**src/rtl/adc_rd_pkg.sv**
```systemverilog
package adc_rd_pkg;

  typedef enum logic [2:0] {
    S_IDLE,
    S_SETUP,
    S_LOW,
    S_HIGH,
    S_PWRUP,
    S_HOLD
  } rd_state_t;

  typedef enum logic [1:0] {
    K_READ,
    K_WAKE,
    K_SLEEP
  } frame_kind_t;

endpackage

```
**src/rtl/adc_rd_tick.sv**
```systemverilog
// Divider: emits one enable pulse every DIV cycles while en is high.
module adc_rd_tick #(
  parameter int DIV = 5
) (
  input  logic clk,
  input  logic rst_n,
  input  logic en,
  output logic tick
);
  localparam int CW = $clog2(DIV + 1);
  localparam logic [CW-1:0] LAST = CW'(DIV - 1);

  logic [CW-1:0] cnt;

  always_ff @(posedge clk or negedge rst_n) begin
    if (!rst_n)          cnt <= '0;
    else if (!en)        cnt <= '0;
    else if (cnt == LAST) cnt <= '0;
    else                 cnt <= cnt + CW'(1);
  end

  assign tick = en && (cnt == LAST);

  assert_tick_idle_R2: assert property (@(posedge clk) disable iff (!rst_n)
    !en |=> (cnt == '0));
endmodule

```
**src/rtl/adc_rd_timer.sv**
```systemverilog
// Down counter loaded with COUNT; done while it rests at zero.
module adc_rd_timer #(
  parameter int COUNT = 10
) (
  input  logic clk,
  input  logic rst_n,
  input  logic load,
  output logic done
);
  localparam int TW = $clog2(COUNT + 1);

  logic [TW-1:0] cnt;

  always_ff @(posedge clk or negedge rst_n) begin
    if (!rst_n)           cnt <= '0;
    else if (load)        cnt <= TW'(COUNT);
    else if (cnt != '0)   cnt <= cnt - TW'(1);
  end

  assign done = (cnt == '0);
endmodule

```
**src/rtl/adc_rd_shift.sv**
```systemverilog
// MSB-first serial-in shift register.
module adc_rd_shift #(
  parameter int W = 16
) (
  input  logic         clk,
  input  logic         rst_n,
  input  logic         clr,
  input  logic         en,
  input  logic         din,
  output logic [W-1:0] data
);
  always_ff @(posedge clk or negedge rst_n) begin
    if (!rst_n)   data <= '0;
    else if (clr) data <= '0;
    else if (en)  data <= {data[W-2:0], din};
  end
endmodule

```
**src/rtl/adc_reader.sv**
```systemverilog
module adc_reader
  import adc_rd_pkg::*;
#(
  parameter int CLK_HZ     = 200_000_000,
  parameter int DIV        = 5,
  parameter int QUIET_CYC  = 10,
  parameter int PWRUP_CYC  = 200,
  parameter int PD_EDGE    = 5,
  parameter int FRAME_BITS = 16,
  parameter int DATA_BITS  = 12
) (
  input  logic                 clk,
  input  logic                 rst_n,
  input  logic                 start,
  input  logic                 power_down_req,
  output logic                 busy,
  output logic                 adc_cs_n,
  output logic                 adc_sclk,
  input  logic                 adc_sdata,
  output logic                 sample_valid,
  input  logic                 sample_ready,
  output logic [DATA_BITS-1:0] sample,
  output logic                 err
);
  localparam int SCLK_MAX_HZ = 20_000_000;
  localparam int SCLK_MIN_HZ = 10_000;
  localparam int DIV_MIN     = (CLK_HZ + 2 * SCLK_MAX_HZ - 1) / (2 * SCLK_MAX_HZ);
  localparam int DIV_MAX     = CLK_HZ / (2 * SCLK_MIN_HZ);
  localparam int LEAD_BITS   = FRAME_BITS - DATA_BITS;
  localparam int EW          = $clog2(FRAME_BITS + 1);
  localparam logic [EW-1:0] LAST_EDGE = EW'(FRAME_BITS);
  localparam logic [EW-1:0] SLEEP_EDGE = EW'(PD_EDGE);

  initial begin
    assert_div_range_R2: assert (DIV >= DIV_MIN && DIV <= DIV_MAX)
      else $error("DIV outside serial clock range");
    assert_pd_edge_range_R7: assert (PD_EDGE >= 2 && PD_EDGE <= 9)
      else $error("PD_EDGE must lie in 2..9");
  end

  rd_state_t             state;
  frame_kind_t           kind;
  logic [EW-1:0]         edges;
  logic                  asleep;
  logic                  tick;
  logic                  q_done;
  logic                  pw_done;
  logic [FRAME_BITS-1:0] frame_data;
  logic                  launch;
  logic                  finish;
  logic                  lead_bad;

  assign launch = ((state == S_IDLE) && start && q_done) ||
                  ((state == S_PWRUP) && pw_done && q_done);
  assign finish = (state == S_HIGH) && tick &&
                  ((edges == LAST_EDGE) || ((kind == K_SLEEP) && (edges == SLEEP_EDGE)));
  assign lead_bad = |frame_data[FRAME_BITS-1 -: LEAD_BITS];
  assign busy = (state != S_IDLE);

  adc_rd_tick #(.DIV(DIV)) u_tick (
    .clk  (clk),
    .rst_n(rst_n),
    .en   ((state == S_SETUP) || (state == S_LOW) || (state == S_HIGH)),
    .tick (tick)
  );

  adc_rd_timer #(.COUNT(QUIET_CYC)) u_quiet (
    .clk  (clk),
    .rst_n(rst_n),
    .load (finish),
    .done (q_done)
  );

  adc_rd_timer #(.COUNT(PWRUP_CYC)) u_pwrup (
    .clk  (clk),
    .rst_n(rst_n),
    .load (finish && (kind == K_WAKE)),
    .done (pw_done)
  );

  adc_rd_shift #(.W(FRAME_BITS)) u_shift (
    .clk  (clk),
    .rst_n(rst_n),
    .clr  (launch),
    .en   ((state == S_LOW) && tick),
    .din  (adc_sdata),
    .data (frame_data)
  );

  always_ff @(posedge clk or negedge rst_n) begin
    if (!rst_n) begin
      state        <= S_IDLE;
      kind         <= K_READ;
      edges        <= '0;
      adc_cs_n     <= 1'b1;
      adc_sclk     <= 1'b1;
      asleep       <= 1'b0;
      sample_valid <= 1'b0;
      sample       <= '0;
      err          <= 1'b0;
    end else begin
      err <= 1'b0;
      unique case (state)
        S_IDLE: if (start && q_done) begin
          kind     <= asleep ? K_WAKE : (power_down_req ? K_SLEEP : K_READ);
          adc_cs_n <= 1'b0;
          edges    <= '0;
          state    <= S_SETUP;
        end
        S_SETUP: if (tick) begin
          adc_sclk <= 1'b0;
          edges    <= EW'(1);
          state    <= S_LOW;
        end
        S_LOW: if (tick) begin
          adc_sclk <= 1'b1;
          state    <= S_HIGH;
        end
        S_HIGH: if (finish) begin
          adc_cs_n <= 1'b1;
          unique case (kind)
            K_READ: begin
              if (lead_bad) begin
                err   <= 1'b1;
                state <= S_IDLE;
              end else begin
                sample       <= frame_data[DATA_BITS-1:0];
                sample_valid <= 1'b1;
                state        <= S_HOLD;
              end
            end
            K_WAKE: begin
              asleep <= 1'b0;
              state  <= S_PWRUP;
            end
            default: begin
              asleep <= 1'b1;
              state  <= S_IDLE;
            end
          endcase
        end else if (tick) begin
          adc_sclk <= 1'b0;
          edges    <= edges + EW'(1);
          state    <= S_LOW;
        end
        S_PWRUP: if (pw_done && q_done) begin
          kind     <= K_READ;
          adc_cs_n <= 1'b0;
          edges    <= '0;
          state    <= S_SETUP;
        end
        S_HOLD: if (sample_ready) begin
          sample_valid <= 1'b0;
          state        <= S_IDLE;
        end
        default: state <= S_IDLE;
      endcase
    end
  end

  assert_quiet_gap_R6: assert property (@(posedge clk) disable iff (!rst_n)
    $fell(adc_cs_n) |-> $past(q_done));

  assert_sclk_in_frame_R2: assert property (@(posedge clk) disable iff (!rst_n)
    !$stable(adc_sclk) |-> !adc_cs_n);

  assert_edge_cap_R2: assert property (@(posedge clk) disable iff (!rst_n)
    edges <= LAST_EDGE);

  assert_hold_R5: assert property (@(posedge clk) disable iff (!rst_n)
    (sample_valid && !sample_ready) |=> (sample_valid && $stable(sample) && busy));

  assert_excl_R4: assert property (@(posedge clk) disable iff (!rst_n)
    !(sample_valid && err));

  assert_err_pulse_R4: assert property (@(posedge clk) disable iff (!rst_n)
    err |=> !err);

  assert_sleep_cut_R7: assert property (@(posedge clk) disable iff (!rst_n)
    ($rose(adc_cs_n) && (kind == K_SLEEP)) |-> ((edges == SLEEP_EDGE) && adc_sclk));

  assert_pwrup_wait_R8: assert property (@(posedge clk) disable iff (!rst_n)
    ((state == S_PWRUP) && !pw_done) |=> adc_cs_n);

endmodule

```
**config.mk**
```make
export PLATFORM = sky130hd
export DESIGN_NAME = adc_reader
export DESIGN_NICKNAME = d
export VERILOG_FILES = /design/src/rtl/adc_rd_pkg.sv /design/src/rtl/adc_rd_tick.sv /design/src/rtl/adc_rd_timer.sv /design/src/rtl/adc_rd_shift.sv /design/src/rtl/adc_reader.sv
export SDC_FILE = /design/constraint.sdc
export NUM_CORES = 1
export LEC_CHECK = 0
export ABC_AREA = 1
export ABC_CLOCK_PERIOD_IN_PS = 3900
export BUFFER_PORTS_ARGS = -buffer_cell sky130_fd_sc_hd__buf_2
export CORE_MARGIN = 2
export CORE_UTILIZATION = 44
export DETAILED_ROUTE_END_ITERATION = 12
export GPL_TIMING_DRIVEN = 0
export PLACE_DENSITY = 0.66
export SYNTH_ARGS = -nofsm -noshare
export SYNTH_HDL_FRONTEND = slang
export SYNTH_SLANG_ARGS = --single-unit
```
**constraint.sdc**
```tcl
create_clock -name clk -period 3.9 [get_ports clk]
set_input_delay 0.195 -clock clk [delete_from_list [all_inputs] [get_ports clk]]
set_output_delay 0.195 -clock clk [all_outputs]
set_load 0.02 [all_outputs]
```
==> out/metrics.json, run 1 <==
{
  "outcome": "finished clean",
  "core_region_area_sq_um": 6350,
  "detailedPlacementHpwl_um": 3929,
  "grt_use_met2_pct": 28.42,
  "cts.root.buffer_cell": "clkbuf_8",
  "worstPathRequired_ps": 4120,
  "via_count": 2359,
  "n_antenna_cell": 0,
  "overall_fraction_of_global_route_tracks_in_use_pct": 17.77,
  "routed_via_density": 5.008,
  "floorplan.die_area_sq_um": 7200,
  "initial_utilization_pct": 45.30,
  "post-route-drc-count": 0,
  "port_buffer_count": 22,
  "cts_tree": "built",
  "fp-row-count": 29,
  "synth.yosys.seq_area_share_pct": 50.54,
  "cts_setup_buffers": 0,
  "route.antenna.remaining_nets": 0,
  "die-width_um": 84.86,
  "critical_path.startpoint_type": "register",
  "synth_enable_flop_cells": 0,
  "synth_fp_nets": 368,
  "detail_route.first_pass.iterations": 7,
  "postPlaceCellArea_sq_um": 3083,
  "final_cell_area_sq_um": 3361,
  "syn_area_sq_um": 2877,
  "insertion_delay_ps": 350,
  "fin_ws_ps": 1858,
  "worst_min_path_class": "input pin to register",
  "postCtsResizedCells": 0,
  "critPathArrivalTime_ps": 2260,
  "grt_start_max_net_pins": 59,
  "timing.max_cap.violations": 0,
  "placed_cells": 454,
  "rsz0062_at_grt": "false",
  "remaining_global_route_overflow": 0,
  "synth_most_common_cell": "nand2_1",
  "cts.path.max_buffers": 2,
  "globalRoute.busiestLayer": "met2",
  "ir_drop_uv": 360.2,
  "finalSetupViolations": 0,
  "worstSetupEndpointType": "register",
  "worst_slew_margin_rel_pct": 51.57,
  "final_net_count": 402,
  "yosysTopAreaCellShare_pct": 48.72,
  "tritoncts.num_buffers": 9,
  "fraction_of_final_layout_cells_sized_beyond_drive_strength_1_pct": 17.01,
  "fin_setup_tns_ps": 0,
  "ios": 23,
  "final_period_utilization_pct": 52.36,
  "max_slew.worst_pin.slew_ps": 726.4,
  "detail_route.iter0.violations": 153,
  "leakage_nw": 1.748,
  "post_synth_inst_count": 355,
  "period_needed_ps": 2042,
  "crit_fanout": 10,
  "clock_sink_count": 58,
  "synthTopCellsByArea": "dfrtp_1, nand2_1, nand3_1, inv_1, a21oi_1",
  "async_flop_share_pct": 100.0,
  "yosys_warnings": 0,
  "post-layout-total-power_mw": 1.979,
  "wire_length_of_the_first_global_routing_pass_um": 10160,
  "number_of_global_route_vias_before_repair": 2301,
  "synth_largest_area_cell": "dfrtp_1",
  "synth_flop_cell": "dfrtp_1",
  "stdcell_count": 471,
  "clk_pin_slew_ps": 80,
  "routed_wl_um": 5667,
  "yosys_register_bits": 58,
  "p_per_area_nw_per_um2": 588.8,
  "postLayoutCoreUtil_pct": 52.93,
  "count_of_h_tree_levels_built_during_cts": 3,
  "drt_wl_cell_um": 12.03,
  "antenna_found_initial": 0,
  "finalHoldViolCount": 0,
  "use_met3_pct": 6.323,
  "fp.dieH_um": 84.86,
  "global_route.usage.met1_pct": 22.37,
  "place_congestion": 0.8940,
  "hold_ws_ps": 85.15,
  "synth.top_cells.by_count": "nand2_1, dfrtp_1, inv_1",
  "cts_hold_repair.buffers": 0,
  "max_freq_ghz": 0.4897,
  "place_ws_ps": 1856,
  "syn2layout_area_growth_pct": 16.83,
  "count_of_final_max_slew_check_failures": 0,
  "post_synth.cell_area_avg_sq_um": 8.103,
  "clock-skew-final_ps": 11.61,
  "category_of_the_most_critical_setup_path": "register to register",
  "yosys.cell_types.count": 31
}
[report_power, final]
part           internal [mW]  switching (mW)
clock network          0.489           0.253
logic                  0.164           0.340
registers              0.672          0.0610
[worst max-delay path, stage by stage, from the launching register on]
cell     delay (ps)
dfrtp_1         380
inv_1           120
ha_1            230
nand2_1          70
nor2_1          190
nand3_1         120
nand2_1          70
nand2_1          70
nor2_2          310
buf_2           290
a21oi_1          60
[path summary, 6_finish.rpt]
kind	startpoint	end	slack, ps	depth (start not counted)
worst max-delay path	u_pwrup.cnt[0]	u_shift.data[11]	1860	10
max in group asynchronous	rst_n	sample[6]	2970	2
worst min-delay path	adc_sdata	u_shift.data[0]	90	3
min in group asynchronous	rst_n	u_quiet.cnt[2]	460	2
worst min register to register	sample[4]	sample[4]	470	2
worst max register to register	u_pwrup.cnt[0]	u_shift.data[11]	1860	10
[state kept, by name, summed over array words and instances (netlist names), 2 cells and up]
name and count:
edges 5, u_quiet.cnt 4, sample 12, u_tick.cnt 3, u_shift.data 16, state 3
u_pwrup.cnt 8, kind 2
[cells by family (layout without fill, tap and decap cells)]
family                   Yosys count  in the layout  synth area share (%)
XOR/XNOR                           5              5                 1.523
buffers and inverters             47             86                 6.785
AO/OA/AOI/OAI                     41             41                 7.395
flip-flops                        58             58                 50.54
adder cells (fa/ha/maj)            7              7                 3.045
AND/OR/NAND/NOR                  197            197                 30.71
[routing by layer]
metal,vias up,share of wire [%]
met1,1124,47
met2,38,48
met5,-,0
met3,4,4.2
li1,1193,-
met4,0,1.0
[cell type report]
class                           instances  area [sq um]
Sequential cell                        58          1454
Multi-Input combinational cell        250          1227
Clock buffer                            9         123.9
Tap cell                               77         96.34
Fill cell                             591          2989
Timing Repair Buffer                   23         122.6
Buffer                                  7         45.04
Inverter                               40         150.1
Clock inverter                          7         141.4
[placed cells by master (no fill, tap or decap), drive strengths merged, types with 3 or more instances in the layout]
master  instances
nand2         119
dfrtp          56
inv            40
nor2           32
nand3          30
buf            28
a21oi          19
o21ai          19
clkbuf         10
nor3            9
ha              7
nand4           4
bufinv          4
xor2            3
Note: power is estimated with default switching activity, not from simulation.
==> run 2: changes to the inputs <==
--- a/config.mk
+++ b/config.mk
@@ -6,13 +6,13 @@
 export NUM_CORES = 1
 export LEC_CHECK = 0
 export ABC_AREA = 1
-export ABC_CLOCK_PERIOD_IN_PS = 3900
+export ABC_CLOCK_PERIOD_IN_PS = 1800
 export BUFFER_PORTS_ARGS = -buffer_cell sky130_fd_sc_hd__buf_2
 export CORE_MARGIN = 2
 export CORE_UTILIZATION = 44
 export DETAILED_ROUTE_END_ITERATION = 12
 export GPL_TIMING_DRIVEN = 0
-export PLACE_DENSITY = 0.66
+export PLACE_DENSITY = 0.68
 export SYNTH_ARGS = -nofsm -noshare
 export SYNTH_HDL_FRONTEND = slang
 export SYNTH_SLANG_ARGS = --single-unit
==> constraint.sdc (replaced) <==
create_clock -name clk -period 1.8 [get_ports clk]
set_input_delay 0.09 -clock clk [delete_from_list [all_inputs] [get_ports clk]]
set_output_delay 0.09 -clock clk [all_outputs]
set_load 0.02 [all_outputs]
==> run 2 against run 1 <==
  * First-iteration DRC count decreased by 10%
  * Final area grew 2.4%
  * Total power is 110% higher
  * Clock power grew 54%
  * Cell count is 2.3% higher
  * Fmax up 22%
  * Setup slack worse by 1700 ps
  * Die area is the same
  * Critical path depth grew 1
  * Worst hold slack got worse by 28 ps
  * Utilization rose by 1.3 points
  * Critical path type unchanged
==> out/metrics.json, run 2 (synthesis results as in run 1) <==
{
  "largest_reg_flops": {"value": 16, "change": "unchanged"},
  "max_stage_delay": {"value": 390, "unit": "ps", "change": "was 380 ps"},
  "final_net_count": {"value": 414, "change": "was 402"},
  "global_route.usage.met1": {"value": 24.37, "unit": "%", "change": "was 22.37%"},
  "finalHoldViolCount": {"value": 0, "change": "unchanged"},
  "route.antenna.remaining_nets": {"value": 0, "change": "unchanged"},
  "cts_tree": {"value": "built", "change": "unchanged"},
  "detail_route.iter0.violations": {"value": 137, "change": "was 153"},
  "routed_via_density": {"value": 4.946, "change": "was 5.008"},
  "initial_utilization": {"value": 45.30, "unit": "%", "change": "unchanged"},
  "remaining_global_route_overflow": {"value": 0, "change": "unchanged"},
  "use_met3": {"value": 3.210, "unit": "%", "change": "was 6.323%"},
  "crit_fanout": {"value": 10, "change": "unchanged"},
  "cts.root.buffer_cell": {"value": "clkbuf_8", "change": "unchanged"},
  "worstSetupEndpointType": {"value": "register", "change": "unchanged"},
  "via_count": {"value": 2384, "change": "was 2359"},
  "cts.path.max_buffers": {"value": 2, "change": "unchanged"},
  "critical_path.startpoint_type": {"value": "register", "change": "unchanged"},
  "clock-skew-final": {"value": 6.139, "unit": "ps", "change": "was 11.61 ps"},
  "max_freq": {"value": 0.5994, "unit": "GHz", "change": "was 0.4897 GHz"},
  "detailedPlacementHpwl": {"value": 4052, "unit": "um", "change": "was 3929 um"},
  "fraction_of_final_layout_cells_sized_beyond_drive_strength_1": {"value": 22.47, "unit": "%", "change": "was 17.01%"},
  "clk_pin_slew": {"value": 70, "unit": "ps", "change": "was 80 ps"},
  "critPathArrivalTime": {"value": 1940, "unit": "ps", "change": "was 2260 ps"},
  "p_per_area": {"value": 1195, "unit": "nW/um^2", "change": "was 588.8 nW/um^2"},
  "series_of_cell_instances_along_the_critical_path": {"value": "inv_2 -> ha_2 -> nand2_2 -> nor2_4 -> nand3_1 -> nand2_1 -> nand2_2 -> buf_6 -> nor2_4 -> nand2_1 -> nand2_1", "change": "was inv_1 -> ha_1 -> nand2_1 -> nor2_1 -> nand3_1 -> nand2_1 -> nand2_1 -> nor2_2 -> buf_2 -> a21oi_1"},
  "hold_ws": {"value": 57.53, "unit": "ps", "change": "was 85.15 ps"},
  "timing.critical_path.slowest_stage_cell": {"value": "dfrtp_1", "change": "unchanged"},
  "insertion_delay": {"value": 330, "unit": "ps", "change": "was 350 ps"},
  "outcome": {"value": "finished clean", "change": "unchanged"},
  "grt_use_met2": {"value": 29.42, "unit": "%", "change": "was 28.42%"},
  "fp-row-count": {"value": 29, "change": "unchanged"},
  "clock_sink_count": {"value": 58, "change": "unchanged"},
  "antenna_found_initial": {"value": 0, "change": "unchanged"},
  "final_cell_area": {"value": 3441, "unit": "sq um", "change": "was 3361 sq um"},
  "globalRoute.busiestLayer": {"value": "met2", "change": "unchanged"},
  "syn2layout_area_growth": {"value": 19.62, "unit": "%", "change": "was 16.83%"},
  "post-route-drc-count": {"value": 0, "change": "unchanged"},
  "worstPathRequired": {"value": 2070, "unit": "ps", "change": "was 4120 ps"},
  "max_slew.worst_pin.slew": {"value": 746.4, "unit": "ps", "change": "was 726.4 ps"},
  "largestRegisters": {"value": "u_shift.data: 16 flops, sample: 12 flops, u_pwrup.cnt: 8 flops", "change": "unchanged"},
  "place_congestion": {"value": 0.8651, "change": "was 0.8940"},
  "rsz0062_at_grt": {"value": "true", "change": "was false"},
  "placed_cells": {"value": 454, "change": "unchanged"},
  "layout.cells.most_common_list": {"value": "nand2_1, dfrtp_1, inv_1", "change": "unchanged"},
  "worst_slew_margin_rel": {"value": 50.24, "unit": "%", "change": "was 51.57%"},
  "cpMostUsedCell": {"value": "nand2_1", "change": "unchanged"},
  "timing.max_cap.violations": {"value": 0, "change": "unchanged"},
  "die-width": {"value": 84.86, "unit": "um", "change": "unchanged"},
  "port_buffer_count": {"value": 22, "change": "unchanged"},
  "period_needed": {"value": 1668, "unit": "ps", "change": "was 2042 ps"},
  "ir_drop": {"value": 543.5, "unit": "uV", "change": "was 360.2 uV"},
  "postLayoutCoreUtil": {"value": 54.19, "unit": "%", "change": "was 52.93%"},
  "core_region_area": {"value": 6350, "unit": "sq um", "change": "unchanged"},
  "count_of_h_tree_levels_built_during_cts": {"value": 3, "change": "unchanged"},
  "postPlaceCellArea": {"value": 3083, "unit": "sq um", "change": "unchanged"},
  "fillers": {"value": 590, "change": "was 591"},
  "n_antenna_cell": {"value": 0, "change": "unchanged"},
  "count_of_final_max_slew_check_failures": {"value": 0, "change": "unchanged"},
  "finalSetupViolations": {"value": 0, "change": "unchanged"},
  "number_of_global_route_vias_before_repair": {"value": 2291, "change": "was 2301"},
  "drt_wl_cell": {"value": 12.72, "unit": "um", "change": "was 12.03 um"},
  "overall_fraction_of_global_route_tracks_in_use": {"value": 18.26, "unit": "%", "change": "was 17.77%"},
  "category_of_the_most_critical_setup_path": {"value": "register to register", "change": "unchanged"},
  "leakage": {"value": 1.784, "unit": "nW", "change": "was 1.748 nW"},
  "fin_setup_tns": {"value": 0, "unit": "ps", "change": "unchanged"},
  "register_name_with_the_most_flops": {"value": "u_shift.data", "change": "unchanged"},
  "floorplan.die_area": {"value": 7200, "unit": "sq um", "change": "unchanged"},
  "detail_route.first_pass.iterations": {"value": 4, "change": "was 7"},
  "grt_start_max_net_pins": {"value": 59, "change": "unchanged"},
  "tritoncts.num_buffers": {"value": 9, "change": "unchanged"},
  "stdcell_count": {"value": 482, "change": "was 471"},
  "final_period_utilization": {"value": 92.68, "unit": "%", "change": "was 52.36%"},
  "routed_wl": {"value": 6129, "unit": "um", "change": "was 5667 um"},
  "worst_min_path_class": {"value": "input pin to register", "change": "unchanged"},
  "wire_length_of_the_first_global_routing_pass": {"value": 10490, "unit": "um", "change": "was 10160 um"},
  "ios": {"value": 23, "change": "unchanged"},
  "fp.dieH": {"value": 84.86, "unit": "um", "change": "unchanged"},
  "final_common_cell": {"value": "nand2_1", "change": "unchanged"}
}
-- run 2: routing by layer --
metal | vias up | share of wire, %
li1 | 1220 | -
met1 | 1124 | 47
met2 | 36 | 49
met3 | 4 | 3.1
met4 | 0 | 1.1
met5 | - | 0
-- run 2: cell type report --
cell class	instances	area (sq um)	area share, %
clock buffers	9	123.9	3.600
plain buffers	6	43.79	1.273
inverters	40	150.1	4.364
well taps	77	96.34	2.800
clock inverters	6	58.81	1.709
flip-flops and latches	58	1455	42.29
multi-input cells	250	1290	37.49
repair buffers	36	222.7	6.473
-- run 2: final timing paths --
kind / depth (start not counted) / slack [ps] / to / startpoint
min in group asynchronous: 2 / 350 / u_quiet.cnt[3] / rst_n
worst max register to register: 11 / 130 / edges[0] / u_quiet.cnt[0]
worst min-delay path: 3 / 60 / state[0] / sample_ready
max in group asynchronous: 2 / 910 / edges[0] / rst_n
worst min register to register: 2 / 470 / sample[9] / sample[9]
worst max-delay path: 11 / 130 / edges[0] / u_quiet.cnt[0]
-- run 2: power breakdown --
part / total [mW] / internal, mW / switching (mW)
clock: 1.14 / 0.623 / 0.517
sequential: 1.60 / 1.46 / 0.145
combinational: 1.37 / 0.516 / 0.851
-- run 2: repair_timing --
item                                    in CTS  in global routing
hold buffers                                 1                  1
setup buffers                                3                  9
endpoints found under the setup margin      28                 48
endpoints found under the hold margin        1                 56
gates resized for setup                      5                 22
pin swaps                                    1                  6
-- run 2: critical path, delay by kind of cell (launching register included) --
kind,cells,cell delay (ps)
buffers and inverters,2,220
adders and majority gates,1,190
and+or+nand+nor,8,790
DFF,1,390
-- run 2: stage by stage --
step / total power, mW / setup slack [ps]
after floorplan: 2.421 / 109.7
after global placement: 2.697 / -210.7
after detailed placement: 2.740 / -265.0
after CTS: 3.986 / 1.406
after global routing: 4.386 / -30.73
final: 4.111 / 131.7
==> run 3: changes to the inputs <==
--- a/config.mk
+++ b/config.mk
@@ -12,6 +12,7 @@
 export CORE_UTILIZATION = 44
 export DETAILED_ROUTE_END_ITERATION = 12
 export GPL_TIMING_DRIVEN = 0
+export MAX_ROUTING_LAYER = met4
 export PLACE_DENSITY = 0.68
 export SYNTH_ARGS = -nofsm -noshare
 export SYNTH_HDL_FRONTEND = slang
==> run 3 against run 2 <==
  * Via count rose by 1.1%
  * Total power barely moved
  * First-iteration DRC count fell by 5.8%
  * Setup slack got worse by 3.9 ps
  * Critical path type unchanged
  * Critical endpoint unchanged
  * Largest cell class unchanged
==> out/metrics.json, run 3 (synthesis results as in run 1) <==
{
  "post-layout-total-power": {"value": 4.107, "unit": "mW", "change": "was 4.111 mW"},
  "fillers": {"value": 589, "change": "was 590"},
  "detailedPlacementHpwl": {"value": 4052, "unit": "um", "change": "unchanged"},
  "period_needed": {"value": 1672, "unit": "ps", "change": "was 1668 ps"},
  "die-width": {"value": 84.86, "unit": "um", "change": "unchanged"},
  "post-route-drc-count": {"value": 0, "change": "unchanged"},
  "fraction_of_final_layout_cells_sized_beyond_drive_strength_1": {"value": 22.47, "unit": "%", "change": "unchanged"},
  "p_seq_share": {"value": 39.0, "unit": "%", "change": "about the same"},
  "final_period_utilization": {"value": 92.90, "unit": "%", "change": "was 92.68%"},
  "max_stage_delay": {"value": 390, "unit": "ps", "change": "about the same"},
  "category_of_the_most_critical_setup_path": {"value": "register to register", "change": "unchanged"},
  "register_name_with_the_most_flops": {"value": "u_shift.data", "change": "unchanged"},
  "count_of_final_max_slew_check_failures": {"value": 0, "change": "unchanged"},
  "comb_power_share": {"value": 33.3, "unit": "%", "change": "about the same"},
  "worst_slew_margin_rel": {"value": 51.25, "unit": "%", "change": "was 50.24%"},
  "antenna_found_initial": {"value": 0, "change": "unchanged"},
  "finalHoldViolCount": {"value": 0, "change": "unchanged"},
  "cpLargestDelayFamily": {"value": "simple AND/OR/NAND/NOR gates", "change": "unchanged"},
  "final_cell_area": {"value": 3450, "unit": "sq um", "change": "was 3441 sq um"},
  "series_of_cell_instances_along_the_critical_path": {"value": "inv_2 -> ha_2 -> nand2_2 -> nor2_4 -> nand3_1 -> nand2_1 -> nand2_2 -> buf_6 -> nor2_4 -> nand2_1 -> nand2_1", "change": "unchanged"},
  "routed_wl": {"value": 6109, "unit": "um", "change": "was 6129 um"},
  "drt_wl_cell": {"value": 12.67, "unit": "um", "change": "was 12.72 um"},
  "ir_drop": {"value": 543.4, "unit": "uV", "change": "was 543.5 uV"},
  "max_freq": {"value": 0.5980, "unit": "GHz", "change": "was 0.5994 GHz"},
  "clock_sink_count": {"value": 58, "change": "unchanged"},
  "outcome": {"value": "finished clean", "change": "unchanged"},
  "timing.max_cap.violations": {"value": 0, "change": "unchanged"},
  "routed_via_density": {"value": 5.000, "change": "was 4.946"},
  "final_net_count": {"value": 414, "change": "unchanged"},
  "worst_min_path_class": {"value": "input pin to register", "change": "unchanged"},
  "pwr-share-clk": {"value": 27.7, "unit": "%", "change": "about the same"},
  "timing.critical_path.slowest_stage_cell": {"value": "dfrtp_1", "change": "unchanged"},
  "critPathArrivalTime": {"value": 1940, "unit": "ps", "change": "about the same"},
  "max_slew.worst_pin.slew": {"value": 731.3, "unit": "ps", "change": "was 746.4 ps"},
  "cpMostUsedCell": {"value": "nand2_1", "change": "unchanged"},
  "worstPathRequired": {"value": 2070, "unit": "ps", "change": "about the same"},
  "finalSetupViolations": {"value": 0, "change": "unchanged"},
  "postPlaceCellArea": {"value": 3083, "unit": "sq um", "change": "unchanged"},
  "initial_utilization": {"value": 45.30, "unit": "%", "change": "unchanged"},
  "floorplan.die_area": {"value": 7200, "unit": "sq um", "change": "unchanged"},
  "critical_path.startpoint_type": {"value": "register", "change": "unchanged"},
  "clk_pin_slew": {"value": 60, "unit": "ps", "change": "was 70 ps"},
  "cts_tree": {"value": "built", "change": "unchanged"},
  "crit_buf_inv": {"value": 2, "change": "unchanged"},
  "route.antenna.remaining_nets": {"value": 0, "change": "unchanged"},
  "syn2layout_area_growth": {"value": 19.92, "unit": "%", "change": "was 19.62%"},
  "largest_reg_flops": {"value": 16, "change": "unchanged"},
  "worstSetupEndpointType": {"value": "register", "change": "unchanged"},
  "port_buffer_count": {"value": 22, "change": "unchanged"},
  "tritoncts.num_buffers": {"value": 9, "change": "unchanged"},
  "wire_length_of_the_first_global_routing_pass": {"value": 10500, "unit": "um", "change": "was 10490 um"},
  "ios": {"value": 23, "change": "unchanged"},
  "switching_power": {"value": 1.510, "unit": "mW", "change": "was 1.514 mW"},
  "largestRegisters": {"value": "u_shift.data: 16 flops, sample: 12 flops, u_pwrup.cnt: 8 flops", "change": "unchanged"},
  "final_common_cell": {"value": "nand2_1", "change": "unchanged"},
  "p_int": {"value": 2.597, "unit": "mW", "change": "about the same"},
  "insertion_delay": {"value": 330, "unit": "ps", "change": "about the same"},
  "clock-skew-final": {"value": 7.614, "unit": "ps", "change": "was 6.139 ps"},
  "overall_fraction_of_global_route_tracks_in_use": {"value": 18.80, "unit": "%", "change": "was 18.26%"},
  "leakage": {"value": 1.801, "unit": "nW", "change": "was 1.784 nW"},
  "crit_fanout": {"value": 10, "change": "unchanged"},
  "core_region_area": {"value": 6350, "unit": "sq um", "change": "unchanged"},
  "switching_share": {"value": 36.77, "unit": "%", "change": "was 36.82%"},
  "fp.dieH": {"value": 84.86, "unit": "um", "change": "unchanged"},
  "fin_ws": {"value": 127.9, "unit": "ps", "change": "was 131.7 ps"},
  "cts.path.max_buffers": {"value": 2, "change": "unchanged"},
  "placed_cells": {"value": 454, "change": "unchanged"},
  "layout.cells.most_common_list": {"value": "nand2_1, dfrtp_1, inv_1", "change": "unchanged"},
  "fp-row-count": {"value": 29, "change": "unchanged"},
  "grt_start_max_net_pins": {"value": 59, "change": "unchanged"},
  "via_count": {"value": 2410, "change": "was 2384"},
  "detail_route.iter0.violations": {"value": 129, "change": "was 137"},
  "detail_route.first_pass.iterations": {"value": 5, "change": "was 4"},
  "cts.root.buffer_cell": {"value": "clkbuf_8", "change": "unchanged"},
  "n_antenna_cell": {"value": 0, "change": "unchanged"},
  "number_of_global_route_vias_before_repair": {"value": 2286, "change": "was 2291"},
  "remaining_global_route_overflow": {"value": 0, "change": "unchanged"},
  "p_per_area": {"value": 1191, "unit": "nW/um^2", "change": "was 1195 nW/um^2"},
  "stdcell_count": {"value": 482, "change": "unchanged"},
  "place_ws": {"value": -265.0, "unit": "ps", "change": "unchanged"},
  "count_of_h_tree_levels_built_during_cts": {"value": 3, "change": "unchanged"},
  "place_congestion": {"value": 0.8792, "change": "was 0.8651"}
}
run 3: what timing repair did:
action / CTS / global route
resized for setup: 5 / 24
pin swaps: 1 / 6
hold buffers: 1 / 1
buffers inserted: 3 / 9
cloned: 0 / 0
hold endpoints to repair: 1 / 56
setup endpoints to repair: 28 / 48
run 3: path summary, 6_finish.rpt:
path / depth (start not counted) / endpoint / slack (ps) / start
setup / recovery: 11 / edges[0] / 130 / u_quiet.cnt[0]
hold / removal: 3 / state[0] / 60 / sample_ready
setup reg to reg: 11 / edges[0] / 130 / u_quiet.cnt[0]
hold reg to reg: 2 / sample[9] / 470 / sample[9]
max in group asynchronous: 2 / edges[0] / 930 / rst_n
min in group asynchronous: 2 / u_quiet.cnt[3] / 350 / rst_n
run 3: layout make-up:
type                            instances  area [sq um]  share of cell area [%]
Tap cell                               77         96.34                   2.793
Clock inverter                          6         58.81                   1.705
Sequential cell                        58          1455                   42.18
Timing Repair Buffer                   36         222.7                   6.456
Clock buffer                            9         123.9                   3.591
Inverter                               40         150.1                   4.353
Buffer                                  6         47.55                   1.378
Multi-Input combinational cell        250          1295                   37.54
run 3: power groups by stage:
| stage | clock network, mW | logic [mW] | registers, mW |
|---|---|---|---|
| after floorplan | 0 | 0.811 | 1.61 |
| after global placement | 0 | 1.09 | 1.61 |
| after detailed placement | 0 | 1.12 | 1.62 |
| after CTS | 1.16 | 1.23 | 1.60 |
| after global routing | 1.23 | 1.53 | 1.62 |
| final | 1.14 | 1.37 | 1.60 |
run 3: stage by stage:
step	util [%]	TNS [ps]	hold slack [ps]
final	54.33	0	57.47
after global routing	54.33	-62.10	56.13
after CTS	52.26	0	48.04
after detailed placement	48.55	-3001	347.2
after global placement	48.55	-2089	343.6
after floorplan	-	0	-205.6
run 3: routing by layer:
| metal | wire length (um) | part of all wire, % | track usage (%) |
|---|---|---|---|
| met1 | 2836 | 46 | 24.68 |
| met2 | 2982 | 49 | 29.21 |
| met3 | 178 | 2.9 | 2.918 |
| met4 | 112 | 1.8 | 7.937 |
| met5 | 0 | 0 | - |
run 3: tightest hold or removal path, stage by stage:
cell and delay, ps:
buf_2 90, or2_2 120, nand2_1 50
